--- src/rtl/fcmd_pkg.sv ---
package fcmd_pkg;

  typedef enum logic [1:0] {
    OP_NONE = 2'b00,
    OP_PROG = 2'b01,
    OP_PAGE = 2'b10,
    OP_MASS = 2'b11
  } fl_op_e;

  localparam int unsigned NUM_CMD = 3;
  localparam int unsigned KEY_W   = 16;

endpackage

--- src/rtl/fcmd_rst_sync.sv ---
module fcmd_rst_sync #(
  parameter int unsigned STAGES = 2
) (
  input  logic clk,
  input  logic rst_n,
  output logic rst_n_sync
);

  logic [STAGES-1:0] sync_q;
  logic [STAGES-1:0] sync_d;

  always_comb begin
    sync_d = {sync_q[STAGES-2:0], 1'b1};
  end

  always_ff @(posedge clk or negedge rst_n) begin
    if (!rst_n) begin
      sync_q <= '0;
    end else begin
      sync_q <= sync_d;
    end
  end

  assign rst_n_sync = sync_q[STAGES-1];

endmodule

--- src/rtl/fcmd_regs.sv ---
module fcmd_regs
  import fcmd_pkg::*;
#(
  parameter int unsigned DW    = 32,
  parameter int unsigned OFS_W = 4
) (
  input  logic               clk,
  input  logic               rst_n,
  input  logic               bus_sel,
  input  logic               bus_wr,
  input  logic [OFS_W-1:0]   bus_ofs,
  input  logic [DW-1:0]      bus_wdata,
  input  logic [NUM_CMD-1:0] status,
  output logic [DW-1:0]      addr_q,
  output logic [DW-1:0]      data_q,
  output logic [DW-1:0]      bus_rdata,
  output logic               ctrl_wr
);

  localparam logic [OFS_W-1:0] SEL_ADDR = OFS_W'(0);
  localparam logic [OFS_W-1:0] SEL_DATA = OFS_W'(4);
  localparam logic [OFS_W-1:0] SEL_CTRL = OFS_W'(8);

  logic          wr_any;
  logic          addr_en;
  logic          data_en;
  logic [DW-1:0] addr_d;
  logic [DW-1:0] data_d;

  always_comb begin
    wr_any  = bus_sel && bus_wr;
    addr_en = wr_any && (bus_ofs == SEL_ADDR);
    data_en = wr_any && (bus_ofs == SEL_DATA);
    ctrl_wr = wr_any && (bus_ofs == SEL_CTRL);
    addr_d  = addr_en ? bus_wdata : addr_q;
    data_d  = data_en ? bus_wdata : data_q;
  end

  always_ff @(posedge clk or negedge rst_n) begin
    if (!rst_n) begin
      addr_q <= '0;
      data_q <= '0;
    end else begin
      addr_q <= addr_d;
      data_q <= data_d;
    end
  end

  always_comb begin
    bus_rdata = '0;
    if (bus_sel && !bus_wr) begin
      unique case (bus_ofs)
        SEL_ADDR: bus_rdata = addr_q;
        SEL_DATA: bus_rdata = data_q;
        SEL_CTRL: bus_rdata = {{(DW-NUM_CMD){1'b0}}, status};
        default:  bus_rdata = '0;
      endcase
    end
  end

  AST_CTRL_UPPER_ZERO: assert property (@(posedge clk) disable iff (!rst_n)
    (bus_sel && !bus_wr && bus_ofs == SEL_CTRL) |-> (bus_rdata[DW-1:NUM_CMD] == '0));

  AST_ADDR_KEEPS: assert property (@(posedge clk) disable iff (!rst_n)
    !(bus_sel && bus_wr) |=> $stable(addr_q) && $stable(data_q));

endmodule

--- src/rtl/fcmd_keychk.sv ---
module fcmd_keychk
  import fcmd_pkg::*;
#(
  parameter int unsigned     DW         = 32,
  parameter logic [KEY_W-1:0] UNLOCK_KEY = 16'hA442
) (
  input  logic               ctrl_wr,
  input  logic [DW-1:0]      wdata,
  input  logic               busy_any,
  output logic               accept,
  output logic [NUM_CMD-1:0] acc_bits,
  output fl_op_e             acc_op
);

  logic [KEY_W-1:0]   key_f;
  logic [NUM_CMD-1:0] cmd_f;
  logic               key_ok;

  always_comb begin
    key_f  = wdata[DW-1 -: KEY_W];
    cmd_f  = wdata[NUM_CMD-1:0];
    key_ok = (key_f == UNLOCK_KEY);
    unique case (cmd_f)
      3'b001:  acc_op = OP_PROG;
      3'b010:  acc_op = OP_PAGE;
      3'b100:  acc_op = OP_MASS;
      default: acc_op = OP_NONE;
    endcase
    accept   = ctrl_wr && key_ok && (acc_op != OP_NONE) && !busy_any;
    acc_bits = cmd_f;
  end

  always_comb begin
    if (accept) begin
      AST_ACCEPT_ONEHOT: assert ($countones(acc_bits) == 1);
    end
  end

endmodule

--- src/rtl/fcmd_seq.sv ---
module fcmd_seq
  import fcmd_pkg::*;
#(
  parameter int unsigned DW = 32
) (
  input  logic               clk,
  input  logic               rst_n,
  input  logic               accept,
  input  logic [NUM_CMD-1:0] acc_bits,
  input  fl_op_e             acc_op,
  input  logic [DW-1:0]      addr_q,
  input  logic [DW-1:0]      data_q,
  input  logic               fl_done,
  output logic [NUM_CMD-1:0] busy,
  output logic               fl_start,
  output logic [1:0]         fl_op,
  output logic [DW-1:0]      fl_addr,
  output logic [DW-1:0]      fl_data
);

  logic [NUM_CMD-1:0] busy_q, busy_d;
  logic               start_q, start_d;
  fl_op_e             op_q, op_d;
  logic [DW-1:0]      opa_q, opa_d;
  logic [DW-1:0]      opd_q, opd_d;
  logic               busy_any;
  logic               finish;

  always_comb begin
    busy_any = |busy_q;
    finish   = busy_any && fl_done;
    busy_d   = busy_q;
    if (accept) begin
      busy_d = acc_bits;
    end else if (finish) begin
      busy_d = '0;
    end
    start_d = accept;
    op_d    = accept ? acc_op : op_q;
    opa_d   = accept ? addr_q : opa_q;
    opd_d   = accept ? data_q : opd_q;
  end

  always_ff @(posedge clk or negedge rst_n) begin
    if (!rst_n) begin
      busy_q  <= '0;
      start_q <= 1'b0;
      op_q    <= OP_NONE;
      opa_q   <= '0;
      opd_q   <= '0;
    end else begin
      busy_q  <= busy_d;
      start_q <= start_d;
      op_q    <= op_d;
      opa_q   <= opa_d;
      opd_q   <= opd_d;
    end
  end

  assign busy     = busy_q;
  assign fl_start = start_q;
  assign fl_op    = op_q;
  assign fl_addr  = opa_q;
  assign fl_data  = opd_q;

  AST_BUSY_ONEHOT: assert property (@(posedge clk) disable iff (!rst_n)
    $onehot0(busy_q));

  AST_START_PULSE: assert property (@(posedge clk) disable iff (!rst_n)
    fl_start |=> !fl_start);

  AST_START_MARKS_BUSY: assert property (@(posedge clk) disable iff (!rst_n)
    fl_start |-> (busy_q != '0));

  AST_START_FROM_IDLE: assert property (@(posedge clk) disable iff (!rst_n)
    $rose(fl_start) |-> ($past(busy_q) == '0));

  AST_OPERANDS_HELD: assert property (@(posedge clk) disable iff (!rst_n)
    (busy_any && !fl_start) |-> ($stable(fl_addr) && $stable(fl_data) && $stable(fl_op)));

  AST_DONE_CLEARS: assert property (@(posedge clk) disable iff (!rst_n)
    (busy_any && fl_done) |=> (busy_q == '0));

  AST_IDLE_DONE_QUIET: assert property (@(posedge clk) disable iff (!rst_n)
    (!busy_any && fl_done && !accept) |=> (busy_q == '0) && !fl_start);

endmodule

--- src/rtl/fcmd_ctrl.sv ---
module fcmd_ctrl
  import fcmd_pkg::*;
#(
  parameter int unsigned      DW         = 32,
  parameter int unsigned      OFS_W      = 4,
  parameter logic [KEY_W-1:0] UNLOCK_KEY = 16'hA442
) (
  input  logic             clk,
  input  logic             rst_n,
  input  logic             bus_sel,
  input  logic             bus_wr,
  input  logic [OFS_W-1:0] bus_ofs,
  input  logic [DW-1:0]    bus_wdata,
  output logic [DW-1:0]    bus_rdata,
  output logic             fl_start,
  output logic [1:0]       fl_op,
  output logic [DW-1:0]    fl_addr,
  output logic [DW-1:0]    fl_data,
  input  logic             fl_done
);

  logic               rst_n_s;
  logic [DW-1:0]      addr_q;
  logic [DW-1:0]      data_q;
  logic               ctrl_wr;
  logic [NUM_CMD-1:0] busy;
  logic               accept;
  logic [NUM_CMD-1:0] acc_bits;
  fl_op_e             acc_op;

  fcmd_rst_sync #(.STAGES(2)) i_rst_sync (
    .clk        (clk),
    .rst_n      (rst_n),
    .rst_n_sync (rst_n_s)
  );

  fcmd_regs #(.DW(DW), .OFS_W(OFS_W)) i_regs (
    .clk       (clk),
    .rst_n     (rst_n_s),
    .bus_sel   (bus_sel),
    .bus_wr    (bus_wr),
    .bus_ofs   (bus_ofs),
    .bus_wdata (bus_wdata),
    .status    (busy),
    .addr_q    (addr_q),
    .data_q    (data_q),
    .bus_rdata (bus_rdata),
    .ctrl_wr   (ctrl_wr)
  );

  fcmd_keychk #(.DW(DW), .UNLOCK_KEY(UNLOCK_KEY)) i_keychk (
    .ctrl_wr  (ctrl_wr),
    .wdata    (bus_wdata),
    .busy_any (|busy),
    .accept   (accept),
    .acc_bits (acc_bits),
    .acc_op   (acc_op)
  );

  fcmd_seq #(.DW(DW)) i_seq (
    .clk      (clk),
    .rst_n    (rst_n_s),
    .accept   (accept),
    .acc_bits (acc_bits),
    .acc_op   (acc_op),
    .addr_q   (addr_q),
    .data_q   (data_q),
    .fl_done  (fl_done),
    .busy     (busy),
    .fl_start (fl_start),
    .fl_op    (fl_op),
    .fl_addr  (fl_addr),
    .fl_data  (fl_data)
  );

  AST_RESET_NO_START: assert property (@(posedge clk) disable iff (!rst_n_s)
    $rose(rst_n_s) |-> !fl_start);

endmodule

--- config.mk ---
export PLATFORM = sky130hd
export DESIGN_NAME = fcmd_ctrl
export DESIGN_NICKNAME = d
export VERILOG_FILES = /design/src/rtl/fcmd_pkg.sv /design/src/rtl/fcmd_rst_sync.sv /design/src/rtl/fcmd_regs.sv /design/src/rtl/fcmd_keychk.sv /design/src/rtl/fcmd_seq.sv /design/src/rtl/fcmd_ctrl.sv
export SDC_FILE = /design/constraint.sdc
export NUM_CORES = 1
export LEC_CHECK = 0
export ABC_CLOCK_PERIOD_IN_PS = 4400
export BUFFER_PORTS_ARGS = -buffer_cell sky130_fd_sc_hd__buf_2
export CORE_UTILIZATION = 50
export CTS_CLUSTER_SIZE = 12
export DETAILED_ROUTE_END_ITERATION = 8
export PLACE_DENSITY = 0.74
export SLEW_MARGIN = 20
export SYNTH_ARGS = -nofsm -noshare
export SYNTH_HDL_FRONTEND = slang
export SYNTH_SLANG_ARGS = --single-unit
export TNS_END_PERCENT = 10
--- constraint.sdc ---
create_clock -name clk -period 4.4 [get_ports clk]
set_input_delay 0.88 -clock clk [delete_from_list [all_inputs] [get_ports clk]]
set_output_delay 0.88 -clock clk [all_outputs]
set_load 0.005 [all_outputs]
==> results of run 1 <==
through the flow:
step / hold slack (ps) / cell area (um2) / utilization / instances / total power, mW
3_5_place_dp: 336 / 6430 / 0.590 / 652 / 1.68
4_1_cts: 121 / 6940 / 0.637 / 681 / 2.92
3_3_place_gp: 338 / 6430 / 0.590 / 652 / 1.66
2_1_floorplan: 331 / 5630 / - / 393 / 1.60
6_report: 135 / 6940 / 0.637 / 681 / 2.90
5_1_grt: 107 / 6940 / 0.637 / 681 / 3.02
path summary, 6_finish.rpt:
| check | start | to | slack [ps] | cells past startpoint |
|---|---|---|---|---|
| setup / recovery | bus_ofs[1] | bus_rdata[31] | 900 | 6 |
| hold / removal | rst_n | i_rst_sync.sync_q[0] | 130 | 1 |
| setup reg to reg | i_seq.busy[1] | i_seq.fl_addr[18] | 2170 | 5 |
| hold reg to reg | i_rst_sync.sync_q[0] | i_rst_sync.sync_q[1] | 350 | 0 |
| max in group asynchronous | i_rst_sync.sync_q[1] | i_seq.fl_data[17] | 2960 | 1 |
| min in group clk | i_rst_sync.sync_q[0] | i_rst_sync.sync_q[1] | 350 | 0 |
power groups by stage:
stage,registers [mW],clock network (mW),logic [mW]
3_3_place_gp,1.48,0,0.188
4_1_cts,1.46,1.26,0.199
6_report,1.46,1.24,0.196
3_5_place_dp,1.48,0,0.198
5_1_grt,1.48,1.32,0.218
2_1_floorplan,1.46,0,0.133
cells in the final DEF, fill, tap and decap left out, drive strengths merged:
cell / count
buf: 146
nor4: 1
nor3: 1
o31a: 1
bufinv: 1
a22o: 3
clkinv: 4
conb: 1
nand4: 1
nand2: 2
mux2: 128
clkbuf: 24
a22oi: 29
nor3b: 2
and2b: 1
mux2i: 3
dfrtp: 136
xor2: 1
o21ai: 2
nor4b: 6
a2bb2oi: 1
a21oi: 3
o32a: 1
inv: 2
o41ai: 1
nand3: 1
and3: 2
nor4bb: 1
a2111oi: 1
nor2: 35
worst max-delay path: stages:
cell and delay, ps:
buf_2 130, nor4b_1 270, nand2_1 640, buf_4 430, nor2_1 130, buf_2 130
cell type report:
cell class              instances  area [um2]
repair buffers                146         748
clock inverters                 5        50.0
clock buffers                  24         460
inverters                       2        7.51
fillers                       857        3950
flip-flops and latches        136        3410
well taps                     140         175
multi-input cells             228        2090
synth_stat cells, types with 3 or more instances:
library cell  number  area, um2
buf_2             10       50.1
buf_1              3       11.3
nor4b_1            6       52.6
dfrtp_1          136       3400
nor2_1            35        131
a22o_1             3       26.3
mux2i_1            3       30.0
buf_6              3       33.8
a21oi_1            3       15.0
mux2_2           111       1250
buf_4              3       22.5
a22oi_1           29        218
clkbuf_1           8       30.0
mux2_1            17        191
state kept, by name, indices dropped and copies added, names as in the netlist:
signal	cells
i_seq.busy	3
i_regs.data_q	32
i_seq.fl_data	32
i_seq.fl_op	2
i_seq.fl_start	1
i_regs.addr_q	32
i_rst_sync.sync_q	2
i_seq.fl_addr	32
layer usage:
| metal | global-route usage | up-vias | share of wire |
|---|---|---|---|
| met5 | 0 | - | 0 |
| met4 | 0.0695 | 0 | 0.0097 |
| met3 | 0.0585 | 13 | 0.055 |
| met2 | 0.397 | 114 | 0.50 |
| met1 | 0.306 | 1919 | 0.44 |
| li1 | - | 1698 | - |
logic make-up (layout without fill, tap and decap cells):
| logic type | count (synthesis) | after routing | synth area share |
|---|---|---|---|
| simple gates | 53 | 53 | 0.0491 |
| flops | 136 | 136 | 0.604 |
| other cells | 1 | 1 | 0.000666 |
| mux | 131 | 131 | 0.261 |
| buf+inv | 29 | 177 | 0.0275 |
| compound gates | 42 | 42 | 0.0558 |
| xor+xnor | 1 | 1 | 0.00156 |
==> impl_metrics.yaml, run 1 <==
outcome:
  status: "finished clean"
power:
  vdd_drop_max_mv: 0.247
  leakage_nw: 3.61
  clockPowerShare: 0.427
  swShare: 0.225
  power.density_nw_per_um2: 418
  power.switching_mw: 0.651
  power_frac_seq: 0.505
  p_int_mw: 2.25
  p_comb_frac: 0.068
critical_path:
  path_class: "in -> out"
  cp.arrival_ps: 2620
  endpoint_kind: "output pin"
  cp.required_ps: 3520
  cp-start-kind: "input port"
  path_max_fanout: 23
clock_network:
  htree_levels: 4
  cts-resized-gates: 0
  post_cts_buffers: 0
  clock_latency_ps: 510
  ctsHoldBuffers: 0
  cts_tree: "yes"
  numCtsBuffers: 17
  cts_sinks: 136
  cts_root_buf: "clkbuf_8"
  cts_max_path_buffers: 2
  path_clk_slew_ps: 60
die:
  chipWidth_um: 108
  dieArea_um2: 11700
  die_y_um: 108
  initial_utilization: 0.517
  fp-row-count: 38
  num_io_pins: 140
  core_region_area_um2: 10900
sta:
  skew_ps: 15.1
  rsz0062_at_grt: "false"
  slew_headroom: 0.324
  fin_crit_sh: 0.795
  post-route-min-period_ps: 3500
  setup_viol: 0
  hold_viol_final: 0
  slew_violations: 0
  fmax_mhz: 286
  worst_pin_slew_ps: 1010
  finalSetupTns_ps: 0
  setup_slack_ps: 901
logic_synthesis:
  yosys_warnings: 0
  synth-edff-count: 0
  synth-seq-area-share: 0.604
  synth_area_um2: 5630
  ys_types: 33
  async_flop_share: 1.00
  synthCells: 393
  syn_avg_cell_area_um2: 14.3
  ys_ff_latch: 136
  yosys_most_used_dff: "dfrtp_1"
  syn_nets: 434
detailed_routing:
  viasPerCell: 5.50
  drt_wl_total_mm: 12.7
  drt_iter0_markers: 188
  avgRoutedWirePerCell_um: 18.7
  drtAntennaViolNets: 0
  drc: 0
  vias: 3744
  dr.pass1.iters: 4
global_route:
  grtUsageTotal: 0.237
  overflow: 0
  grt_start_max_net_pins: 54
  grt_pass1_wl_mm: 20.7
  antenna_found_initial: 0
  grt_pass1_vias: 3931
place:
  dp_hpwl_mm: 8.23
  gp_congestion: 0.740
  io_buffer_count: 139
  dp_slack_ps: 887
finish:
  synthToLayoutAreaGrowth_pct: 23.2
  nets: 572
  drive_gt1_frac: 0.532
  diodes: 0
worst_hold_path:
  min_path_type: "in -> async"
run:
  drv_cap: 0
Power figures use the tool's default switching activity.
==> run 2: changes to the inputs <==
ABC_CLOCK_PERIOD_IN_PS = 2830   (was 4400)
CORE_UTILIZATION = 48   (was 50)
clock period = 2.83 ns   (was 4.4 ns; I/O delays follow)
==> impl_metrics.yaml, run 2 (same netlist as run 1, synthesis figures left out) <==
power:
  vdd_drop_max_mv: 0.345
  total_power_mw: 4.72
  leakage_nw: 3.70
  power.density_nw_per_um2: 662
sta:
  skew_ps: 6.14
  fin_crit_sh: 0.861
  hold_viol_final: 0
  slew_headroom: 0.566
  rsz0062_at_grt: "false"
  worst_pin_slew_ps: 651
  finalSetupTns_ps: 0
  setup_slack_ps: 395
  post-route-min-period_ps: 2440
  setup_viol: 0
  whs_ps: 351
  fmax_mhz: 411
  slew_violations: 0
finish:
  multi_input_area_um2: 2090
  diodes: 0
  nets: 581
  layout_commonest_cell: "buf_2"
  drive_gt1_frac: 0.545
  final_cell_mix: "buf_2, dfrtp_1, mux2_2"
  stdcell_count: 695
  n_fill_cell: 900
  synthToLayoutAreaGrowth_pct: 26.5
  register_area_um2: 3410
worst_hold_path:
  hold_end: "i_rst_sync.sync_q[1]"
  holdPathStages: 0
  min_from: "i_rst_sync.sync_q[0]"
  min_path_type: "reg -> reg"
global_route:
  grt_pass1_wl_mm: 20.1
  grt_start_max_net_pins: 60
  antenna_found_initial: 0
  grtUsageTotal: 0.227
  grt_pass1_vias: 3878
  overflow: 0
detailed_routing:
  drt_wl_total_mm: 13.1
  drc: 0
  avgRoutedWirePerCell_um: 18.8
  dr.pass1.iters: 5
  drtAntennaViolNets: 0
  drt_iter0_markers: 202
  viasPerCell: 5.52
  vias: 3838
clock_network:
  htree_levels: 4
  cts-resized-gates: 0
  cts_max_path_buffers: 2
  numCtsBuffers: 17
  cts_sinks: 136
  cts_tree: "yes"
  clock_latency_ps: 410
  path_clk_slew_ps: 50
  post_cts_buffers: 0
  ctsHoldBuffers: 1
  cts_root_buf: "clkbuf_16"
die:
  dieArea_um2: 12200
  chipWidth_um: 110
  num_io_pins: 140
  core_region_area_um2: 11400
  initial_utilization: 0.493
  fp-row-count: 39
  die_y_um: 110
critical_path:
  worst-path-buf-inv: 3
  reg2reg_from: "i_seq.busy[1]"
  cp-start-kind: "input port"
  cp.depth: 6
  cp.required_ps: 2260
  timing.rr.end: "i_seq.fl_addr[23]"
  path_cells: "buf_2, nor4b_2, buf_12, a22oi_1, nor2_1, buf_2"
  path_class: "in -> out"
  endpoint_kind: "output pin"
  cp.arrival_ps: 1870
  cp_slowest_stage_delay_ps: 470
  reg2regPathDepth: 5
  crit_path_frequent_cell: "buf_2"
  crit_family: "simple AND/OR/NAND/NOR gates"
  path_max_fanout: 26
  cp_slowest_cell: "nor4b_2"
  r2r_slack_ps: 630
place:
  placed_cells: 663
  io_buffer_count: 139
  dp_hpwl_mm: 8.75
  gp_congestion: 0.779
  dp_slack_ps: 160
run:
  drv_cap: 0
outcome:
  status: "finished clean"
[run 2: worst max-delay path by stage]
stage | from | end | slack [ps]
2_1_floorplan | bus_ofs[2] | bus_rdata[21] | 450
3_3_place_gp | bus_wdata[19] | i_seq.fl_data[10] | 230
3_5_place_dp | bus_wdata[19] | i_seq.fl_addr[1] | 160
4_1_cts | bus_ofs[3] | bus_rdata[19] | 430
5_1_grt | bus_ofs[2] | bus_rdata[19] | 340
6_report | bus_ofs[3] | bus_rdata[19] | 390
[run 2: power by group]
| group | internal [mW] | total, mW | switching (mW) |
|---|---|---|---|
| Combinational | 0.184 | 0.317 | 0.132 |
| Clock | 1.35 | 2.12 | 0.770 |
| Sequential | 2.13 | 2.28 | 0.150 |
| Total | 3.66 | 4.72 | 1.05 |
[run 2: area by class of cell]
type,instances,share of cell area
Clock inverter,9,0.0139
Multi-Input combinational cell,228,0.293
Tap cell,143,0.0251
Inverter,2,0.00105
Clock buffer,22,0.0666
Sequential cell,136,0.478
Timing Repair Buffer,155,0.122
[run 2: per-layer routing]
layer  GRT usage  wire length [um]  up-vias
met5           0                 0        -
met4      0.0902               167        0
met3      0.0670               759       17
met2       0.375              6590      121
met1       0.281              5540     1979
li1            -                 -     1721
[run 2: per-stage QoR]
stage / utilization / instance area, um2
2_1_floorplan: - / 5630
5_1_grt: 0.624 / 7120
3_5_place_dp: 0.573 / 6540
6_report: 0.624 / 7120
3_3_place_gp: 0.573 / 6540
4_1_cts: 0.624 / 7120
==> run 3: changes to the inputs <==
PLACE_DENSITY = 0.76   (was 0.74)
==> impl_metrics.yaml, run 3 (same netlist as run 1, synthesis figures left out) <==
clock_network:
  cts_root_buf: "clkbuf_16"
  path_clk_slew_ps: 60
  htree_levels: 4
  numCtsBuffers: 17
  cts_tree: "yes"
  cts_sinks: 136
  cts-resized-gates: 0
  post_cts_buffers: 0
  clock_latency_ps: 410
  cts_max_path_buffers: 2
critical_path:
  cp-start-kind: "input port"
  cp.arrival_ps: 1820
  path_max_fanout: 22
  cp.required_ps: 2260
  path_class: "in -> out"
  endpoint_kind: "output pin"
die:
  die_y_um: 110
  core_region_area_um2: 11400
  dieArea_um2: 12200
  initial_utilization: 0.493
  chipWidth_um: 110
  fp-row-count: 39
  num_io_pins: 140
finish:
  nets: 582
  synthToLayoutAreaGrowth_pct: 26.9
  diodes: 0
  layout_commonest_cell: "buf_2"
  final_cell_mix: "buf_2, dfrtp_1, mux2_2"
  drive_gt1_frac: 0.544
power:
  total_power_mw: 4.72
  power.density_nw_per_um2: 661
  vdd_drop_max_mv: 0.424
  leakage_nw: 3.70
detailed_routing:
  avgRoutedWirePerCell_um: 18.6
  drc: 0
  drtAntennaViolNets: 0
  drt_wl_total_mm: 12.9
  dr.pass1.iters: 4
  viasPerCell: 5.40
  drt_iter0_markers: 180
  vias: 3759
place:
  dp_hpwl_mm: 8.62
  gp_congestion: 0.772
  io_buffer_count: 139
sta:
  skew_ps: 8.98
  slew_headroom: 0.520
  fin_crit_sh: 0.844
  worst_pin_slew_ps: 720
  setup_viol: 0
  slew_violations: 0
  rsz0062_at_grt: "false"
  post-route-min-period_ps: 2390
  hold_viol_final: 0
  fmax_mhz: 418
  finalSetupTns_ps: 0
run:
  drv_cap: 0
global_route:
  use_met2: 0.378
  grt-busiest-layer: "met2"
  grt_pass1_vias: 3837
  antenna_found_initial: 0
  grt_start_max_net_pins: 66
  met1_usage: 0.286
  grtUsageTotal: 0.227
  overflow: 0
  grt_util_met3: 0.0600
  grt_pass1_wl_mm: 20.2
outcome:
  status: "finished clean"
worst_hold_path:
  min_path_type: "reg -> reg"
run 3: where the power goes:
part,total (mW),internal [mW],switching (mW)
sequential,2.28,2.13,0.148
combinational,0.313,0.184,0.129
clock,2.13,1.36,0.778
run 3: stage by stage:
stage / hold slack, ps / cells / setup WS, ps / util / cell area [um2]
2_1_floorplan: 270 / 393 / 449 / - / 5630
3_3_place_gp: 340 / 664 / 260 / 0.575 / 6560
3_5_place_dp: 340 / 664 / 248 / 0.575 / 6560
4_1_cts: 356 / 696 / 436 / 0.626 / 7150
5_1_grt: 377 / 696 / 375 / 0.626 / 7150
6_report: 353 / 696 / 440 / 0.626 / 7150
run 3: worst max-delay path, cell delays in order:
cell,delay [ps]
buf_2,160
nor4b_2,480
buf_12,240
a22oi_1,80
nor2_1,150
buf_2,140
run 3: final timing paths:
check	from	end	slack, ps	cells after the start
worst min-delay path	i_rst_sync.sync_q[0]	i_rst_sync.sync_q[1]	350	0
worst min register to register	i_rst_sync.sync_q[0]	i_rst_sync.sync_q[1]	350	0
worst max register to register	i_seq.busy[1]	i_seq.fl_addr[20]	710	5
max in group asynchronous	i_rst_sync.sync_q[1]	i_regs.data_q[6]	1630	1
min in group asynchronous	i_rst_sync.sync_q[1]	i_regs.data_q[5]	380	0
worst max-delay path	bus_ofs[3]	bus_rdata[17]	440	6
run 3: layer usage:
metal,up-vias,wire [um]
li1,1717,-
met1,1908,5540
met2,122,6510
met3,12,724
met4,0,153
met5,-,0
run 3: cell type report:
| class | instances | area, um2 |
|---|---|---|
| Fill cell | 898 | 4270 |
| Sequential cell | 136 | 3410 |
| Multi-Input combinational cell | 228 | 2090 |
| Timing Repair Buffer | 156 | 888 |
| Clock buffer | 23 | 478 |
| Tap cell | 143 | 179 |
| Clock inverter | 8 | 96.3 |
| Inverter | 2 | 7.51 |
run 3: what timing repair did:
action                                 in CTS  in global routing
hold buffers                                1                  0
endpoints found under the hold margin       2                  0
setup endpoints to repair                   0                  0
